`src/rtl/aclk_pkg.sv`:
```
package aclk_pkg;
    localparam int DIV_W   = 8;
    localparam int REG_W   = 16;
    localparam int MIN_DIV = 2;
    localparam int DEF_DIV = 2;
    localparam int ODD_POS = 8;
    localparam int MCK_POS = 9;
    localparam int CNT_W   = DIV_W + 1;

    // stored prescaler setting; packed order matches read-back bit positions
    typedef struct packed {
        logic             mck;
        logic             odd;
        logic [DIV_W-1:0] div;
    } pre_cfg_t;

    // setting in force for the running period
    typedef struct packed {
        logic     wide;
        pre_cfg_t cfg;
    } act_cfg_t;

    localparam pre_cfg_t CFG_RESET = '{mck: 1'b0, odd: 1'b0, div: DIV_W'(DEF_DIV)};
endpackage

```
`src/rtl/aclk_cfg_reg.sv`:
```
module aclk_cfg_reg
    import aclk_pkg::*;
#(
    parameter int REG_WIDTH = REG_W
) (
    input  logic                 clk,
    input  logic                 rst_n,
    input  logic                 wr_en,
    input  logic [REG_WIDTH-1:0] wr_data,
    output pre_cfg_t             cfg_q,
    output logic [REG_WIDTH-1:0] rd_data
);
    localparam int CFG_BITS = $bits(pre_cfg_t);

    pre_cfg_t cfg_d;
    pre_cfg_t cand;

    always_comb begin
        cand.div = wr_data[DIV_W-1:0];
        cand.odd = wr_data[ODD_POS];
        cand.mck = wr_data[MCK_POS];
        // legalise: a divider under the minimum falls back to the default pair
        if (cand.div < DIV_W'(MIN_DIV)) begin
            cand.div = DIV_W'(DEF_DIV);
            cand.odd = 1'b0;
        end
        cfg_d = cfg_q;
        if (wr_en) begin
            cfg_d = cand;
        end
    end

    always_ff @(posedge clk) begin
        if (!rst_n) begin
            cfg_q <= CFG_RESET;
        end else begin
            cfg_q <= cfg_d;
        end
    end

    assign rd_data = {{(REG_WIDTH-CFG_BITS){1'b0}}, cfg_q};

    p_div_legal_r3: assert property (@(posedge clk) disable iff (!rst_n)
        cfg_q.div >= DIV_W'(MIN_DIV));

    p_write_lands_r2: assert property (@(posedge clk) disable iff (!rst_n)
        (wr_en && (wr_data[DIV_W-1:0] >= DIV_W'(MIN_DIV)))
        |=> (rd_data[DIV_W-1:0] == $past(wr_data[DIV_W-1:0])));
endmodule

```
`src/rtl/aclk_div_core.sv`:
```
module aclk_div_core
    import aclk_pkg::*;
#(
    parameter int CW = CNT_W
) (
    input  logic     clk,
    input  logic     rst_n,
    input  logic     run,
    input  logic     frame32,
    input  pre_cfg_t cfg_in,
    output act_cfg_t act_q,
    output logic     divclk_q,
    output logic     rise_nxt
);
    typedef struct packed {
        logic [CW-1:0] cnt;
        act_cfg_t      act;
        logic          clk_o;
    } core_st_t;

    core_st_t s_d, s_q;
    logic [CW-1:0] period;
    logic [CW-1:0] hi_len;
    logic          last;

    always_comb begin
        period = CW'({s_q.act.cfg.div, 1'b0}) + CW'(s_q.act.cfg.odd);
        hi_len = CW'(s_q.act.cfg.div) + CW'(s_q.act.cfg.odd);
        last   = (s_q.cnt == period - CW'(1));

        s_d       = s_q;
        s_d.clk_o = run && (s_q.cnt < hi_len);
        if (!run || last) begin
            // idle or period boundary: restart and pick up the stored setting
            s_d.cnt      = '0;
            s_d.act.wide = frame32;
            s_d.act.cfg  = cfg_in;
        end else begin
            s_d.cnt = s_q.cnt + CW'(1);
        end
        rise_nxt = s_d.clk_o && !s_q.clk_o;
    end

    always_ff @(posedge clk) begin
        if (!rst_n) begin
            s_q.cnt      <= '0;
            s_q.act.wide <= 1'b0;
            s_q.act.cfg  <= CFG_RESET;
            s_q.clk_o    <= 1'b0;
        end else begin
            s_q <= s_d;
        end
    end

    assign act_q    = s_q.act;
    assign divclk_q = s_q.clk_o;

    p_cnt_in_range_r4: assert property (@(posedge clk) disable iff (!rst_n)
        s_q.cnt < period);

    p_setting_held_r8: assert property (@(posedge clk) disable iff (!rst_n)
        (run && !last) |=> $stable(s_q.act));
endmodule

```
`src/rtl/aclk_sub_div.sv`:
```
module aclk_sub_div #(
    parameter int NARROW_LOG = 2,
    parameter int WIDE_LOG   = 3
) (
    input  logic clk,
    input  logic rst_n,
    input  logic run,
    input  logic mck_mode,
    input  logic wide,
    input  logic rise_nxt,
    input  logic divclk_q,
    output logic bclk_q
);
    localparam int SUB_W = (WIDE_LOG > NARROW_LOG) ? WIDE_LOG : NARROW_LOG;

    typedef struct packed {
        logic [SUB_W-1:0] sub;
        logic             bclk;
    } sub_st_t;

    sub_st_t s_d, s_q;
    logic [$clog2(SUB_W)-1:0] tap;

    always_comb begin
        tap  = wide ? $clog2(SUB_W)'(WIDE_LOG - 1) : $clog2(SUB_W)'(NARROW_LOG - 1);
        s_d  = s_q;
        if (!run || !mck_mode) begin
            // preset so the first master-clock rise lands on count zero
            s_d.sub  = '1;
            s_d.bclk = 1'b0;
        end else begin
            if (rise_nxt) begin
                s_d.sub = s_q.sub + SUB_W'(1);
            end
            s_d.bclk = ~s_d.sub[tap];
        end
    end

    always_ff @(posedge clk) begin
        if (!rst_n) begin
            s_q.sub  <= '1;
            s_q.bclk <= 1'b0;
        end else begin
            s_q <= s_d;
        end
    end

    assign bclk_q = s_q.bclk;

    p_bclk_rises_with_mclk_r6: assert property (@(posedge clk) disable iff (!rst_n)
        $rose(bclk_q) |-> divclk_q);

    p_sub_quiet_r5: assert property (@(posedge clk) disable iff (!rst_n)
        !mck_mode |=> !bclk_q);
endmodule

```
`src/rtl/aclk_prescaler.sv`:
```
module aclk_prescaler
    import aclk_pkg::*;
#(
    parameter int REG_WIDTH  = REG_W,
    parameter int NARROW_LOG = 2,
    parameter int WIDE_LOG   = 3
) (
    input  logic                 clk,
    input  logic                 rst_n,
    input  logic                 port_en,
    input  logic                 frame32,
    input  logic                 wr_en,
    input  logic [REG_WIDTH-1:0] wr_data,
    output logic [REG_WIDTH-1:0] rd_data,
    output logic                 mclk_out,
    output logic                 bclk_out
);
    pre_cfg_t cfg_q;
    act_cfg_t act_q;
    logic     divclk_q;
    logic     rise_nxt;
    logic     sub_bclk_q;

    aclk_cfg_reg #(.REG_WIDTH(REG_WIDTH)) u_cfg (
        .clk     (clk),
        .rst_n   (rst_n),
        .wr_en   (wr_en),
        .wr_data (wr_data),
        .cfg_q   (cfg_q),
        .rd_data (rd_data)
    );

    aclk_div_core #(.CW(CNT_W)) u_core (
        .clk      (clk),
        .rst_n    (rst_n),
        .run      (port_en),
        .frame32  (frame32),
        .cfg_in   (cfg_q),
        .act_q    (act_q),
        .divclk_q (divclk_q),
        .rise_nxt (rise_nxt)
    );

    aclk_sub_div #(.NARROW_LOG(NARROW_LOG), .WIDE_LOG(WIDE_LOG)) u_sub (
        .clk      (clk),
        .rst_n    (rst_n),
        .run      (port_en),
        .mck_mode (act_q.cfg.mck),
        .wide     (act_q.wide),
        .rise_nxt (rise_nxt),
        .divclk_q (divclk_q),
        .bclk_q   (sub_bclk_q)
    );

    assign mclk_out = act_q.cfg.mck & divclk_q;
    assign bclk_out = act_q.cfg.mck ? sub_bclk_q : divclk_q;

    p_idle_low_r7: assert property (@(posedge clk) disable iff (!rst_n)
        !port_en |=> (!bclk_out && !mclk_out));
endmodule

```
`config.mk`:
```
export PLATFORM = sky130hd
export DESIGN_NAME = aclk_prescaler
export DESIGN_NICKNAME = d
export VERILOG_FILES = /design/src/rtl/aclk_pkg.sv /design/src/rtl/aclk_cfg_reg.sv /design/src/rtl/aclk_div_core.sv /design/src/rtl/aclk_sub_div.sv /design/src/rtl/aclk_prescaler.sv
export SDC_FILE = /design/constraint.sdc
export NUM_CORES = 1
export LEC_CHECK = 0
export CORE_MARGIN = 2
export CORE_UTILIZATION = 50
export CTS_CLUSTER_DIAMETER = 60
export CTS_CLUSTER_SIZE = 10
export DETAILED_ROUTE_END_ITERATION = 12
export PLACE_DENSITY = 0.77
export SYNTH_ARGS = -nofsm -noshare
export SYNTH_HDL_FRONTEND = slang
export SYNTH_HIERARCHICAL = 1
export SYNTH_SLANG_ARGS = --single-unit
```
`constraint.sdc`:
```
create_clock -name clk -period 8.2 [get_ports clk]
set_input_delay 2.05 -clock clk [delete_from_list [all_inputs] [get_ports clk]]
set_output_delay 2.05 -clock clk [all_outputs]
set_load 0.01 [all_outputs]
```
== Yosys cells after proc, flatten, opt, wreduce, memory -nomap -nowiden ==
Index checks and enable logic that the tools add are counted.
Storage, ports and cells
  register bits: 35
  bits of input ports: 21
  output and inout bits: 18
Cells by class
  add/subtract/negate cells: 5
  order comparisons: 3
  eq/ne operators: 1
  mux-type cells: 7
  bitwise gates (word level): 3
  reductions and logical operators: 9
Operator list (number)
  8-bit by 1-bit adder with 9-bit output: 1
  9-bit by 1-bit adder with 9-bit output: 1
  9-bit by 1-bit adder with 9-bit output (second input constant): 1
  9-bit equality test: 1
  9-bit < comparator: 1
  9-bit 2-to-1 mux: 1
  9-bit by 1-bit subtractor with 9-bit output (second input constant): 1
  8-bit by 2-bit < comparator with 1-bit output (second input constant): 1
  3-bit 2-to-1 mux: 2
  2-bit OR reduction: 2
  3-bit by 1-bit adder with 3-bit output (second input constant): 1
  1-bit logical NOT: 3
  2-bit by 3-bit < comparator with 1-bit output (second input constant): 1
  1-bit binary-select mux with 2-bit select: 1
  1-bit logical AND: 2
  1-bit logical OR: 2
  1-bit 2-to-1 mux: 2
  2-bit 2-to-1 mux: 1
  1-bit NOT: 2
  1-bit bitwise AND: 1

== Logic depth before layout (Yosys ltp) ==
Gate-level depths: netlist of the first run.
  word-level depth: 9
  depth in mapped cells: 13
  mapped depth without buffers: 13

== Modules after synthesis ==
The synthesis of the first run kept the hierarchy.
Modules (own cells, without submodules)
  aclk_div_core: times used 1, cells each 160, area each 1438.9 um^2
  aclk_cfg_reg: times used 1, cells each 54, area each 540.5 um^2
  aclk_sub_div: times used 1, cells each 18, area each 172.7 um^2
  aclk_prescaler: times used 1, cells each 2, area each 22.5 um^2

== Worst setup path before layout of the first run ==
OpenSTA, ideal clock, no wires.
  path kind: input to register
  from: in port_en
  to: reg u_sub.s_q (netlist bit u_sub/bclk_q)
  setup time: 0.074 ns
  arrival time: 3.584 ns
  data required time: 8.126 ns
  setup slack: 4.541 ns
  stages on the path: 7
  buffers on the path: 0
  path through: or4b_2 > a21oi_1 > o21ai_0 > a21oi_1 > mux2i_1 > nand2b_1 > a31oi_1
On the way
  word-level cells in the longest chain between the ends: 7
  elaborated cells on any way between the ends: 10
  classes of those cells: mux: 4; bitwise: 1; reduce/logical: 5
RTL lines
  from (decl): RTL line aclk_prescaler.sv:10  | input logic port_en,
  1-bit logical AND: RTL line aclk_div_core.sv:32  | s_d.clk_o = run && (s_q.cnt < hi_len);
  1-bit logical AND: RTL line aclk_div_core.sv:41  | rise_nxt = s_d.clk_o && !s_q.clk_o;
  net rise_nxt: RTL line aclk_prescaler.sv:21  | logic rise_nxt;
  3-bit 2-to-1 mux: RTL line aclk_sub_div.sv:32  | if (rise_nxt) begin
  3-bit 2-to-1 mux: RTL line aclk_sub_div.sv:27  | if (!run || !mck_mode) begin
  1-bit binary-select mux with 2-bit select: RTL line aclk_sub_div.sv:35  | s_d.bclk = ~s_d.sub[tap];
  1-bit 2-to-1 mux (implied by the code): RTL line aclk_sub_div.sv:35
  1-bit NOT: RTL line aclk_sub_div.sv:35
  to (decl): RTL line aclk_sub_div.sv:21  | sub_st_t s_d, s_q;
The timed path passes the listed nets, and every way through them passes these cells. The select of a mux whose other input is x is not followed.
A chain may end at the register's enable or synchronous reset.

== Final worst setup path of the first run ==
Ends and elaborated chain as after synthesis.

==> results of run 1 <==
==> sequential cells by signal (all words and copies together) (netlist names), named ones only <==
register / flops
u_core/act_q: 11
u_core/divclk_q: 1
u_sub/bclk_q: 1
u_sub/s_q: 2
u_cfg/cfg_q: 10
u_core/s_q: 9
==> per-layer routing <==
metal	vias up	share of wire	track usage
met5	-	0	0
met4	0	0.0069	0.0588
met3	2	0.045	0.0666
met2	40	0.47	0.282
met1	698	0.48	0.215
li1	784	-	-
==> worst max-delay path by stage <==
stage,to,slack (ns),depth (start not counted)
6_report,u_sub/bclk_q,4.02,8
5_1_grt,u_sub/bclk_q,3.86,8
4_1_cts,u_sub/bclk_q,4.02,8
3_5_place_dp,u_sub/bclk_q,3.73,8
3_3_place_gp,u_sub/bclk_q,3.76,8
2_1_floorplan,u_sub/bclk_q,4.54,7
==> report_power, final <==
part           leakage (uW)  switching (uW)  internal (uW)
Combinational      0.000555            21.9           26.9
Clock             0.0000502            59.9           88.8
Sequential         0.000286            7.73            176
Total              0.000891            89.6            292
==> per-stage QoR <==
stage | hold slack (ns) | instance area [um^2] | worst slack [ns] | power [uW] | util
final | 0.476 | 2350 | 4.02 | 381 | 0.584
after global routing | 0.507 | 2350 | 3.86 | 399 | 0.584
after CTS | 0.481 | 2350 | 4.02 | 385 | 0.584
after detailed placement | 0.468 | 2250 | 3.73 | 236 | 0.557
after global placement | 0.463 | 2250 | 3.76 | 235 | 0.557
after floorplan | 0.438 | 2130 | 4.54 | 223 | -
==> layout make-up <==
type	count	area, um^2	area share
tap	50	62.6	0.0266
inverter	5	18.8	0.00798
clock buffer	5	68.8	0.0293
multi-input combinational	160	1200	0.512
sequential	35	701	0.298
timing repair buffer	26	260	0.111
clock inverter	2	37.5	0.0160
==> worst reg2reg max path: cells and delay by family, from the launching register on <==
kind,cells,cell delay (ns)
AND/OR/NAND/NOR,5,1.18
multiplexers,1,0.28
flip-flops,1,0.47
adder cells (fa/ha/maj),3,0.64
AO/OA/AOI/OAI,4,0.76
==> qor.yml, run 1 <==
slew_headroom: 0.440
setup_tns_ns: 0
tightest_slew_ns: 0.838
antenna_found_initial: 0
core_mm2: 0.00403
cts_setup_buffers: 0
root_buffer: "clkbuf_8"
critical_path_class: "primary input to flip-flop"
min_period_over_period: 0.510
syn_area_per_cell_um2: 9.36
grt_usage: 0.175
start_util: 0.523
max-vdd-ir-drop_v: 0.000103
io_buffers: 26
fin_nets: 267
layout.cells.non_filler: 283
fin_crit_ns: 4.18
cts_hold_buf: 0
cp-end-kind: "flip-flop"
hp-class: "flip-flop to flip-flop"
crit_top_cell: "a21oi_1"
r2r_setup_slack_ns: 4.79
worst_ep_required_time_ns: 8.41
rr_worst_depth: 13
crit_fanout: 7
cts_tree: "yes"
min_to: "u_core/act_q[1]"
cp_top_family: "compound AO/OA/AOI/OAI gates"
max_freq_ghz: 0.239
mostFrequentLayoutCell: "dfxtp_1"
grt_start_max_net_pins: 20
timing.rr.end: "u_sub/bclk_q"
whs_path_depth: 2
numPlacedInstances: 276
die_y_um: 68.9
cp_num_buf_inv: 1
cp.arrival_ns: 4.39
areaGrowthSynthToFinish_pct: 11.6
num-fill-cells: 370
pin_count: 39
avgViaCountPerCell: 5.39
grt_overflow_total: 0
leakage_uw: 0.000891
dp_hpwl_um: 2760
yosys_warnings: 6
r2r_start: "u_core/act_q[8]"
drc: 0
drt_iter0_drc: 38
grt_pass1_vias: 1354
worst_setup_path_start_kind: "primary input"
cp_cell_sequence: "clkdlybuf4s50_1 -> or4b_2 -> a21oi_1 -> o21ai_0 -> a21oi_1 -> mux2i_1 -> nand2b_1 -> a31oi_1"
critPathLaunch: "port_en"
rsz0062_at_grt: "false"
outcome: "finished clean"
netlist_instances: 225
drv_slew: 0
drt-wirelength-per-cell_um: 13.4
firstDrtPassIters: 4
totalWireLength_um: 3790
cts_num_sinks: 35
power_density_mw_per_mm2: 162
htreeDepth: 2
mostFrequentLayoutCells: "35 x dfxtp_1, 26 x clkdlybuf4s50_1, 17 x xnor2_1"
clkTransAtPathRegs_ns: 0.07
maxCapViolations: 0
rows: 23
fin_skew_ns: 0.00929
drive_gt1_frac: 0.0773
clockBufferDepth: 2
worstSkewPairLatency_ns: 0.28
floorplan.die_area_mm2: 0.00475
via_count: 1524
min_from: "u_cfg/cfg_q[1]"
antennaDiodeCount: 0
hold_violations: 0
numCtsBuffers: 5
ant_nets: 0
setup_viol: 0
cts-resized-gates: 0
max_stage_delay_ns: 0.62
place_congestion: 0.858
grt_pass1_wl_um: 6050
die_w_um: 68.9
synth_area_mm2: 0.00211
slowest_stage: "or4b_2"
Power figures use the tool's default switching activity.
==> run 2: changes to the inputs <==
==> constraint.sdc (replaced) <==
create_clock -name clk -period 4.35 [get_ports clk]
set_input_delay 1.0875 -clock clk [delete_from_list [all_inputs] [get_ports clk]]
set_output_delay 1.0875 -clock clk [all_outputs]
set_load 0.01 [all_outputs]
==> run 2 against run 1 <==
Net effect: highest routed layer unchanged; critical path type is now flip-flop to flip-flop; cell count grew 0.35%; setup slack lost 3.1 ns; count of clock-buffer cells in the layout grew 2; design area shrank 0.11%; power grew 83%.
==> qor.yml, run 2 (synthesized netlist as in run 1, its figures left out) <==
outcome: "finished clean"  # unchanged
avgViaCountPerCell: 5.45  # was 5.39
drv_slew: 0  # unchanged
power_density_mw_per_mm2: 297  # was 162 mW/mm^2
cts_num_sinks: 35  # unchanged
p_int_uw: 526  # was 292 uW
fin_skew_ns: 0.00426  # was 0.00929 ns
fin_nets: 267  # unchanged
dp_hpwl_um: 2760  # about the same
hp-class: "flip-flop to flip-flop"  # unchanged
largest_reg_flops: 11  # unchanged
floorplan.die_area_mm2: 0.00475  # unchanged
critical_path_class: "flip-flop to flip-flop"  # was primary input to flip-flop
cp-end-kind: "flip-flop"  # unchanged
grt_pass1_wl_um: 6210  # was 6050 um
setup_slack_ns: 0.914  # was 4.02 ns
htreeDepth: 2  # unchanged
worst_ep_required_time_ns: 4.57  # was 8.41 ns
grt_overflow_total: 0  # unchanged
die_w_um: 68.9  # unchanged
numCtsBuffers: 5  # unchanged
areaGrowthSynthToFinish_pct: 11.5  # was 11.6%
cts_hold_buf: 0  # unchanged
pin_count: 39  # unchanged
leakage_uw: 0.000891  # about the same
setup_viol: 0  # unchanged
drc: 0  # unchanged
rsz0062_at_grt: "false"  # unchanged
place_congestion: 0.861  # was 0.858
drive_gt1_frac: 0.0812  # was 0.0773
mostFrequentLayoutCell: "dfxtp_1"  # unchanged
totalWireLength_um: 3730  # was 3790 um
grt_usage: 0.177  # was 0.175
clockBufferDepth: 2  # unchanged
drt-wirelength-per-cell_um: 13.1  # was 13.4 um
crit_fanout: 7  # unchanged
mostFrequentLayoutCells: "35 x dfxtp_1, 26 x clkdlybuf4s50_1, 17 x xnor2_1"  # unchanged
via_count: 1549  # was 1524
cts_tree: "yes"  # unchanged
antenna_found_initial: 0  # unchanged
post-place-ws_ns: 0.818  # was 3.73 ns
max_freq_ghz: 0.291
cts_setup_buffers: 0  # unchanged
tightest_slew_ns: 0.833  # was 0.838 ns
worstSkewPairLatency_ns: 0.28  # about the same
maxCapViolations: 0  # unchanged
swShare: 0.245  # was 0.235
firstDrtPassIters: 4  # unchanged
max-vdd-ir-drop_v: 0.000208  # was 0.000103 V
seqPwrFrac: 0.497  # was 0.482
start_util: 0.523  # unchanged
power_uw: 697  # was 381 uW
switchingPower_uw: 171  # was 89.6 uW
clock_power_share: 0.371  # was 0.390
rows: 23  # unchanged
grt_pass1_vias: 1400  # was 1354
hold_violations: 0  # unchanged
antennaDiodeCount: 0  # unchanged
numPlacedInstances: 276  # unchanged
die_y_um: 68.9  # unchanged
grt_start_max_net_pins: 20  # unchanged
pwr-share-comb: 0.132  # was 0.128
io_buffers: 26  # unchanged
slew_headroom: 0.443  # was 0.440
root_buffer: "clkbuf_8"  # unchanged
cts-resized-gates: 0  # unchanged
layout.cells.non_filler: 284  # was 283
drt_iter0_drc: 54  # was 38
clkTransAtPathRegs_ns: 0.07  # about the same
fin_crit_ns: 3.44
cp.arrival_ns: 3.65  # was 4.39 ns
setup_tns_ns: 0  # unchanged
worst_setup_path_start_kind: "flip-flop"  # was primary input
ant_nets: 0  # unchanged
min_period_over_period: 0.790
core_mm2: 0.00403  # unchanged
-- run 2: cell types whose count changed in the layout (fill, tap and decap cells not counted) --
cell	before	now
bufinv_16	1	0
clkbuf_8	5	7
-- run 2: worst paths after layout --
kind                         from               to  slack (ns)  cells after the start
setup / recovery  u_core/act_q[8]     u_sub/bclk_q        0.91                     13
hold / removal     u_cfg/cfg_q[1]  u_core/act_q[1]        0.47                      2
setup reg to reg  u_core/act_q[8]     u_sub/bclk_q        0.91                     13
hold reg to reg    u_cfg/cfg_q[1]  u_core/act_q[1]        0.47                      2
-- run 2: through the flow --
step	instance area, um^2	hold WS (ns)	utilization
5_1_grt	2350	0.507	0.583
4_1_cts	2350	0.472	0.583
3_3_place_gp	2250	0.462	0.557
3_5_place_dp	2250	0.460	0.557
2_1_floorplan	2130	0.438	-
6_report	2350	0.470	0.583
-- run 2: layer usage --
metal | vias up | wire, um | GRT usage
met5 | - | 0 | 0
met1 | 723 | 1770 | 0.222
met2 | 33 | 1720 | 0.280
li1 | 785 | - | -
met4 | 0 | 63 | 0.0686
met3 | 8 | 169 | 0.0584
-- run 2: worst max-delay path, stage by stage (launching register included) --
cell      delay [ns]
dfxtp_1         0.46
ha_1            0.25
ha_1            0.19
nand3_1         0.12
nor2_1          0.21
nand3_1         0.12
ha_1            0.21
or4b_2          0.66
a21oi_1         0.12
o21ai_0         0.13
a21oi_1         0.38
mux2i_1         0.29
nand2b_1        0.08
a31oi_1         0.15
-- run 2: area by class of cell --
cell class	count	area, um^2
inverter	5	18.8
clock inverter	1	7.51
fill	379	1680
clock buffer	7	96.3
timing repair buffer	26	260
tap	50	62.6
sequential	35	701
multi-input combinational	160	1200
-- run 2: power groups by stage --
stage          clock [uW]  combinational [uW]  sequential (uW)
3_5_place_dp            0                92.0              353
2_1_floorplan           0                74.5              346
5_1_grt               275                 102              348
6_report              259                92.3              346
4_1_cts               264                93.0              346
3_3_place_gp            0                90.3              353
